[src/rtl/fe_pkg.sv]
package fe_pkg;

    localparam logic [5:0] OPC_JUMP  = 6'h2A;
    localparam logic [5:0] OPC_BRZ   = 6'h2C;
    localparam logic [5:0] OPC_BRNZ  = 6'h2D;

    localparam int unsigned OPC_HI   = 31;
    localparam int unsigned OPC_LO   = 26;
    localparam int unsigned RIDX_HI  = 20;
    localparam int unsigned RIDX_LO  = 16;
    localparam int unsigned OFS_W    = 16;

    typedef enum logic [1:0] {
        XFER_NONE = 2'd0,
        XFER_JUMP = 2'd1,
        XFER_BRZ  = 2'd2,
        XFER_BRNZ = 2'd3
    } xfer_kind_e;

    function automatic xfer_kind_e classify(input logic [5:0] opc);
        xfer_kind_e k;
        case (opc)
            OPC_JUMP: k = XFER_JUMP;
            OPC_BRZ:  k = XFER_BRZ;
            OPC_BRNZ: k = XFER_BRNZ;
            default:  k = XFER_NONE;
        endcase
        return k;
    endfunction

endpackage

[src/rtl/fe_resolve.sv]
module fe_resolve
    import fe_pkg::*;
#(
    parameter int unsigned XLEN = 32
) (
    input  logic [XLEN-1:0] dec_instr,
    input  logic [XLEN-1:0] dec_pc,
    input  logic [XLEN-1:0] opnd,
    input  logic            cons_mode,
    output logic            redirect,
    output logic            discard,
    output logic [XLEN-1:0] target
);
    localparam int unsigned EXT_W = XLEN - OFS_W - 2;

    xfer_kind_e        kind;
    logic              opnd_zero;
    logic [XLEN-1:0]   seq_pc;
    logic [XLEN-1:0]   ofs_bytes;
    logic [XLEN-1:0]   br_target;
    logic [XLEN-1:0]   jmp_target;

    always_comb begin
        kind       = classify(dec_instr[OPC_HI:OPC_LO]);
        opnd_zero  = (opnd == '0);
        seq_pc     = dec_pc + XLEN'(4);
        ofs_bytes  = {{EXT_W{dec_instr[OFS_W-1]}}, dec_instr[OFS_W-1:0], 2'b00};
        br_target  = seq_pc + ofs_bytes;
        jmp_target = {opnd[XLEN-1:2], 2'b00};

        unique case (kind)
            XFER_JUMP: redirect = 1'b1;
            XFER_BRZ:  redirect = opnd_zero;
            XFER_BRNZ: redirect = !opnd_zero;
            default:   redirect = 1'b0;
        endcase

        target  = (kind == XFER_JUMP) ? jmp_target : br_target;
        discard = redirect || (cons_mode && (kind != XFER_NONE));
    end

endmodule

[src/rtl/fe_pc_select.sv]
module fe_pc_select #(
    parameter int unsigned XLEN = 32
) (
    input  logic [XLEN-1:0] cur_pc,
    input  logic            redirect,
    input  logic            discard,
    input  logic [XLEN-1:0] target,
    output logic [XLEN-1:0] next_pc
);
    logic [XLEN-1:0] seq_pc;

    always_comb begin
        seq_pc = cur_pc + XLEN'(4);
        if (redirect) begin
            next_pc = target;
        end else if (discard) begin
            next_pc = cur_pc;
        end else begin
            next_pc = seq_pc;
        end
    end

endmodule

[src/rtl/fe_annul_top.sv]
module fe_annul_top
    import fe_pkg::*;
#(
    parameter int unsigned XLEN     = 32,
    parameter logic [31:0] RESET_PC = 32'h0000_0000,
    parameter logic [31:0] NOP_WORD = 32'h0000_0000
) (
    input  logic            clk,
    input  logic            rst,
    input  logic            stall_i,
    input  logic            always_annul_i,
    output logic [XLEN-1:0] imem_addr_o,
    input  logic [XLEN-1:0] imem_rdata_i,
    input  logic [XLEN-1:0] ra_value_i,
    output logic [4:0]      rf_ra_o,
    output logic [XLEN-1:0] rf_instr_o,
    output logic [XLEN-1:0] rf_pc_o
);
    typedef struct packed {
        logic [XLEN-1:0] pc;
        logic [XLEN-1:0] instr;
        logic [XLEN-1:0] ipc;
    } fe_state_t;

    fe_state_t       st_d;
    fe_state_t       st_q;
    logic            redirect;
    logic            discard;
    logic [XLEN-1:0] target;
    logic [XLEN-1:0] next_pc;

    fe_resolve #(.XLEN(XLEN)) i_resolve (
        .dec_instr (st_q.instr),
        .dec_pc    (st_q.ipc),
        .opnd      (ra_value_i),
        .cons_mode (always_annul_i),
        .redirect  (redirect),
        .discard   (discard),
        .target    (target)
    );

    fe_pc_select #(.XLEN(XLEN)) i_pc_select (
        .cur_pc   (st_q.pc),
        .redirect (redirect),
        .discard  (discard),
        .target   (target),
        .next_pc  (next_pc)
    );

    always_comb begin
        st_d = st_q;
        if (rst) begin
            st_d.pc    = XLEN'(RESET_PC);
            st_d.instr = XLEN'(NOP_WORD);
            st_d.ipc   = XLEN'(RESET_PC);
        end else if (!stall_i) begin
            st_d.pc    = next_pc;
            st_d.instr = discard ? XLEN'(NOP_WORD) : imem_rdata_i;
            st_d.ipc   = st_q.pc;
        end
    end

    always_ff @(posedge clk) begin
        st_q <= st_d;
    end

    assign imem_addr_o = st_q.pc;
    assign rf_instr_o  = st_q.instr;
    assign rf_pc_o     = st_q.ipc;
    assign rf_ra_o     = st_q.instr[RIDX_HI:RIDX_LO];

endmodule

[config.mk]
export PLATFORM = sky130hd
export DESIGN_NAME = fe_annul_top
export DESIGN_NICKNAME = d
export VERILOG_FILES = /design/src/rtl/fe_pkg.sv /design/src/rtl/fe_resolve.sv /design/src/rtl/fe_pc_select.sv /design/src/rtl/fe_annul_top.sv
export SDC_FILE = /design/constraint.sdc
export NUM_CORES = 1
export LEC_CHECK = 0
export BUFFER_PORTS_ARGS = -buffer_cell sky130_fd_sc_hd__buf_4
export CAP_MARGIN = 10
export CORE_ASPECT_RATIO = 1.1
export CORE_MARGIN = 5
export CORE_UTILIZATION = 35
export DETAILED_ROUTE_END_ITERATION = 6
export GPL_ROUTABILITY_DRIVEN = 0
export GPL_TIMING_DRIVEN = 0
export PLACE_DENSITY = 0.66
export SLEW_MARGIN = 20
export SYNTH_ARGS = -nofsm -noshare
export SYNTH_HDL_FRONTEND = slang
export SYNTH_SLANG_ARGS = --single-unit
export TNS_END_PERCENT = 10
[constraint.sdc]
create_clock -name clk -period 6.1 [get_ports clk]
set_input_delay 1.22 -clock clk [delete_from_list [all_inputs] [get_ports clk]]
set_output_delay 1.22 -clock clk [all_outputs]
set_load 0.02 [all_outputs]
==> results_dict.tcl, run 1 <==
set metrics [dict create \
    tns_ns 0 \
    crit_fanout 17 \
    ys_warn_count 0 \
    end_kind "flop" \
    synth_seq_cells 96 \
    post-route-util_pct 46.1 \
    cap_violations 0 \
    fill_cells 1808 \
    cts_resized 0 \
    slew_headroom_pct 43.6 \
    drt-wirelength-per-cell_um 18.8 \
    grt_pass1_vias 6486 \
    drc 0 \
    powerDensity_nw_per_um2 173 \
    ant_nets 0 \
    hold_viol 0 \
    ios 169 \
    cts.path.max_buffers 2 \
    setup_viol 0 \
    power.total_w 0.00142 \
    synthFlopType "dfxtp_1" \
    antenna_cells 0 \
    cts_num_sinks 96 \
    dp_slack_ns 2.26 \
    synth_edf_count 0 \
    routed_wl_um 22500 \
    start_util_pct 35.9 \
    synth.avg_cell_area_um2 8.15 \
    fp.dieH_um 152 \
    drive_above_1_share_pct 22.5 \
    max-vdd-ir-drop_mv 0.132 \
    via_count 6662 \
    yosysSeqAreaShare_pct 30.1 \
    crit_arrival_ns 3.76 \
    grt_antenna_before_repair 0 \
    grt_max_degree 18 \
    overflow 0 \
    crit_type "flop to flop" \
    startpoint_type "flop" \
    postLayoutSetupSlackWorst_ns 2.61 \
    regToRegSetupSlack_ns 2.61 \
    portBuffers 168 \
    coreArea_um2 17800 \
    htreeDepth 3 \
    dr.pass1.iters 5 \
    slew_viol_final 0 \
    numCtsBuffers 9 \
    required_ns 6.36 \
    grt_usage_pct 20.9 \
    insertion_delay_ns 0.35 \
    hpwl_um 17700 \
    die_w_um 139 \
    rsz0062_at_grt "false" \
    ys_async_sr_fraction_pct 0 \
    post-cts-setup-buffers 0 \
    grt_first_pass_wirelength_um 35100 \
    cts_root_buf "clkbuf_16" \
    hp-class "flop to flop" \
    drt_iter0_drc 522 \
    max_slew.worst_pin.slew_ns 0.845 \
    status "completed" \
    path_clk_slew_ns 0.07 \
    vias_per_cell 5.54 \
    holdBufCountCts 0 \
    syn-num-nets 910 \
    synth_area_um2 6380 \
    period_share_pct 57.3 \
    postSynthCellCount 783 \
    finClkSkew_ns 0.00532 \
    cts_tree "yes" \
    nets 1089 \
    p_leak_nw 3.77 \
    max_freq_mhz 286 \
    row_count 51 \
    synthDistinctLibCells 67 \
    period_minus_slack_ns 3.49 \
    dieArea_um2 21000 \
    area_growth_pct 28.5 \
]
==> placed cells by master (no fill, tap or decap), drive strengths merged, types with 6 or more instances in the layout <==
cell type and count:
o211ai 7, o21ai 45, a211oi 13, nor4 11, xnor2 14, a22oi 34, clkbuf 41, buf 190
nor2 113, mux2i 36, nand3b 6, nand3 27, nand2 56, dfxtp 96, a21oi 64, nand4 12
a31oi 16, xor2 19, a21o 17, inv 12, ha 58, nor3 8
==> layer usage <==
layer  vias to the layer above  wire length, um  share of wire (%)  track usage (%)
met5                         -                0                  0                0
met4                         0              651                2.9             8.22
met3                        40             1740                7.7             4.30
met2                       265            11000                 49             36.2
met1                      3119             9190                 41             25.6
li1                       3238                -                  -                -
==> cell usage after synthesis (5+ instances only) <==
master    count  share of area [%]
clkbuf_1     29                1.7
xor2_1       19                2.6
a211oi_1     13                1.5
nand3_1      27                2.1
nor2_1      111                6.5
o21ai_0      43                3.4
nand4_1      12                1.2
mux2i_1      36                5.6
nand3b_1      5               0.59
inv_1        12               0.71
o211ai_1      7               0.82
xnor2_1      14                1.9
dfxtp_1      96                 30
buf_2        12               0.94
nor4_1        9               0.88
a21oi_1      64                5.0
a22oi_1      34                4.0
a31oi_1      16                1.6
nand2_1      55                3.2
ha_1         58                 11
buf_4         7               0.82
a21o_1       17                2.0
nor3_1        8               0.63
==> metrics by stage <==
| step | instance area, um2 | hold WS [ns] | instances |
|---|---|---|---|
| after floorplan | 6380 | 0.540 | 783 |
| after detailed placement | 7940 | 0.469 | 1189 |
| final | 8210 | 0.477 | 1202 |
| after CTS | 8210 | 0.477 | 1202 |
| after global placement | 7940 | 0.460 | 1189 |
| after global routing | 8210 | 0.522 | 1202 |
==> worst paths after layout <==
check	endpoint	from	cells past startpoint
min	imem_addr_o[1]	imem_addr_o[1]	2
min reg2reg	imem_addr_o[1]	imem_addr_o[1]	2
max reg2reg	imem_addr_o[30]	rf_instr_o[15]	10
max	imem_addr_o[30]	rf_instr_o[15]	10
==> cell families (layout without fill, tap and decap cells) <==
kind of cell,Yosys count,count (layout),synth area share (%)
AND/OR/NAND/NOR,260,260,19.5
flip-flops,96,96,30.1
multiplexers,36,36,5.64
AO/OA/AOI/OAI,236,236,24.2
XOR/XNOR,33,33,4.53
adder cells (fa/ha/maj),59,59,11.7
buffers and inverters,63,244,4.35
==> registers in the layout, indices dropped and copies added (netlist names) <==
| name | count |
|---|---|
| imem_addr_o | 32 |
| rf_instr_o | 32 |
| rf_pc_o | 32 |
==> power by group <==
group | internal, W | leakage, nW | total [W] | switching (W)
Combinational | 0.0000998 | 2.86 | 0.000229 | 0.000129
Sequential | 0.000643 | 0.780 | 0.000661 | 0.0000179
Clock | 0.000292 | 0.130 | 0.000530 | 0.000238
Total | 0.00103 | 3.77 | 0.00142 | 0.000385
==> cell type report <==
cell class,instances,area (um2),share of cell area [%]
Buffer,51,233,2.84
Clock buffer,12,256,3.13
Clock inverter,1,5.00,0.0610
Inverter,12,45.0,0.549
Multi-Input combinational cell,624,4190,51.0
Sequential cell,96,1920,23.4
Tap cell,238,298,3.63
Timing Repair Buffer,168,1260,15.4
==> worst max-delay path, cell delays in order, from the launching register on <==
cell	delay, ns
dfxtp_1	0.78
ha_1	0.35
ha_1	0.27
clkbuf_1	0.26
nand2_1	0.14
a2111oi_2	0.47
o21ai_1	0.18
a31oi_1	0.32
mux2i_1	0.30
a21oi_1	0.08
a221oi_2	0.26
Note: power is estimated with default switching activity, not from simulation.
==> inputs of run 2 (changes only) <==
--- a/config.mk
+++ b/config.mk
@@ -13,7 +13,7 @@
 export DETAILED_ROUTE_END_ITERATION = 6
 export GPL_ROUTABILITY_DRIVEN = 0
 export GPL_TIMING_DRIVEN = 0
-export PLACE_DENSITY = 0.66
+export PLACE_DENSITY = 0.68
 export SLEW_MARGIN = 20
 export SYNTH_ARGS = -nofsm -noshare
 export SYNTH_HDL_FRONTEND = slang
==> constraint.sdc (replaced) <==
create_clock -name clk -period 3.2 [get_ports clk]
set_input_delay 0.64 -clock clk [delete_from_list [all_inputs] [get_ports clk]]
set_output_delay 0.64 -clock clk [all_outputs]
set_load 0.02 [all_outputs]
==> run 2 against run 1 <==
Against the previous run: final cell count is 0.33% higher; sequential share of layout area decreased by 0.60 points; critical path type unchanged; combinational power grew 96%; worst setup slack worse by 2.5 ns; hold slack better by 0.0044 ns; die area unchanged; clock power increased by 110%; largest cell class unchanged; critical path depth up 2; clock skew is 0.0028 ns higher; total power grew 98%; largest power group unchanged.
==> results_dict.tcl, run 2 (synthesis gave the netlist of run 1 again) <==
set metrics [dict create \
    setup_viol 0 \
    critPathBufInv 0 \
    crit_fanout 5 \
    period_minus_slack_ns 3.09 \
    die_w_um 139 \
    required_ns 3.45 \
    cts.path.max_buffers 2 \
    max-vdd-ir-drop_mv 0.274 \
    end_kind "flop" \
    crit_type "flop to flop" \
    p_leak_nw 3.79 \
    row_count 51 \
    area_growth_pct 32.3 \
    reg2regPathDepth 12 \
    max_slew.worst_pin.slew_ns 0.877 \
    hold_viol 0 \
    period_share_pct 96.5 \
    critPathTopFamily "compound AO/OA/AOI/OAI gates" \
    max_freq_mhz 324 \
    crit_chain "ha_1 > ha_1 > fa_2 > a21oi_2 > o211ai_1 > a21oi_2 > o2bb2ai_4 > o22a_1 > o311ai_0 > xnor2_1 > nand2_1 > a32o_1" \
    startpoint_type "flop" \
    nets 1091 \
    r2r-start "rf_instr_o[1]" \
    cts_root_buf "clkbuf_16" \
    portBuffers 168 \
    ant_nets 0 \
    ios 169 \
    htreeDepth 3 \
    cts_num_sinks 96 \
    powerDensity_nw_per_um2 333 \
    r2r-end "imem_addr_o[25]" \
    grt_antenna_before_repair 0 \
    grt_usage_pct 20.9 \
    whs_endpoint "imem_addr_o[1]" \
    postLayoutSetupSlackWorst_ns 0.112 \
    vias_per_cell 5.52 \
    cts_tree "yes" \
    dp_slack_ns -0.268 \
    routed_wl_um 22700 \
    grt_pass1_vias 6439 \
    critical-path-max-stage-delay_ns 0.37 \
    hpwl_um 17500 \
    layout_common_cells "buf_4 (177), nor2_1 (111), dfxtp_1 (93), a21oi_1 (61), nand2_1 (54)" \
    antenna_cells 0 \
    slew_viol_final 0 \
    path_clk_slew_ns 0.07 \
    drc 0 \
    via_count 6660 \
    grt_first_pass_wirelength_um 34700 \
    finClkSkew_ns 0.00808 \
    grt_max_degree 18 \
    crit_arrival_ns 3.34 \
    dr.pass1.iters 5 \
    layout_commonest_cell "buf_4" \
    drt_iter0_drc 643 \
    holdPathStages 2 \
    fp.dieH_um 152 \
    rsz0062_at_grt "false" \
    status "completed" \
    numCtsBuffers 9 \
    dieArea_um2 21000 \
    slew_headroom_pct 41.6 \
    tns_ns 0 \
    holdBufCountCts 0 \
    insertion_delay_ns 0.36 \
    cap_violations 0 \
    drive_above_1_share_pct 25.5 \
    start_util_pct 35.9 \
    regToRegSetupSlack_ns 0.11 \
    drt-wirelength-per-cell_um 18.9 \
    cp_slowest_cell "fa_2" \
    coreArea_um2 17800 \
    overflow 0 \
    hp-class "flop to flop" \
    hp-start "imem_addr_o[1]" \
]
-- run 2: cell count changes in the layout (fill, tap and decap cells not counted), sizes merged --
cell	delta
bufinv	+1
buf	+2
clkbuf	-1
clkinv	+2
-- run 2: layout make-up --
| class | instances | area, um2 |
|---|---|---|
| inverters | 12 | 45.0 |
| repair buffers | 170 | 1280 |
| well taps | 238 | 298 |
| fillers | 1754 | 9360 |
| plain buffers | 51 | 239 |
| clock buffers | 11 | 243 |
| multi-input cells | 624 | 4370 |
| flip-flops and latches | 96 | 1930 |
| clock inverters | 4 | 45.0 |
-- run 2: repair_timing --
action | CTS | global route
gates resized for setup | 4 | 35
setup endpoints to repair | 5 | 7
pin swaps | 1 | 12
setup buffers | 1 | 1
-- run 2: worst register-to-register path: cells and delay by family, from the launching register on --
family          cells  cell delay (ns)
simple gates        1             0.08
flops               1             0.33
fa+ha+maj           3             0.91
xor+xnor            1             0.27
compound gates      7             1.39
-- run 2: layer usage --
layer	GRT usage, %	share of wire, %	up-vias
li1	-	-	3236
met1	24.9	41	3112
met2	36.2	49	273
met3	5.12	7.6	39
met4	8.51	2.5	0
met5	0	0	-
-- run 2: worst max-delay path by stage --
stage	startpoint	endpoint	slack (ns)	depth (start not counted)
2_1_floorplan	rf_instr_o[15]	imem_addr_o[30]	0.22	10
3_3_place_gp	rf_instr_o[15]	imem_addr_o[30]	-0.25	10
3_5_place_dp	rf_instr_o[15]	imem_addr_o[30]	-0.27	10
5_1_grt	rf_pc_o[6]	imem_addr_o[30]	0.005	12
6_report	rf_instr_o[1]	imem_addr_o[25]	0.11	12
4_1_cts	rf_instr_o[4]	imem_addr_o[30]	0.008	12
-- run 2: through the flow --
stage / hold slack, ns / util [%] / total power (W) / instances / area, um2
detailed placement: 0.470 / 44.6 / 0.00172 / 1189 / 7940
floorplan: 0.540 / - / 0.00152 / 783 / 6380
global route: 0.501 / 47.5 / 0.00291 / 1206 / 8450
global placement: 0.460 / 44.6 / 0.00172 / 1189 / 7940
CTS: 0.479 / 46.4 / 0.00281 / 1205 / 8260
finish: 0.482 / 47.5 / 0.00281 / 1206 / 8450
-- run 2: where the power goes --
part           switching [W]  leakage (nW)  internal (W)  total (W)
Combinational       0.000251          2.87      0.000198   0.000449
Sequential         0.0000356         0.782       0.00122    0.00126
Clock               0.000483         0.145      0.000620    0.00110
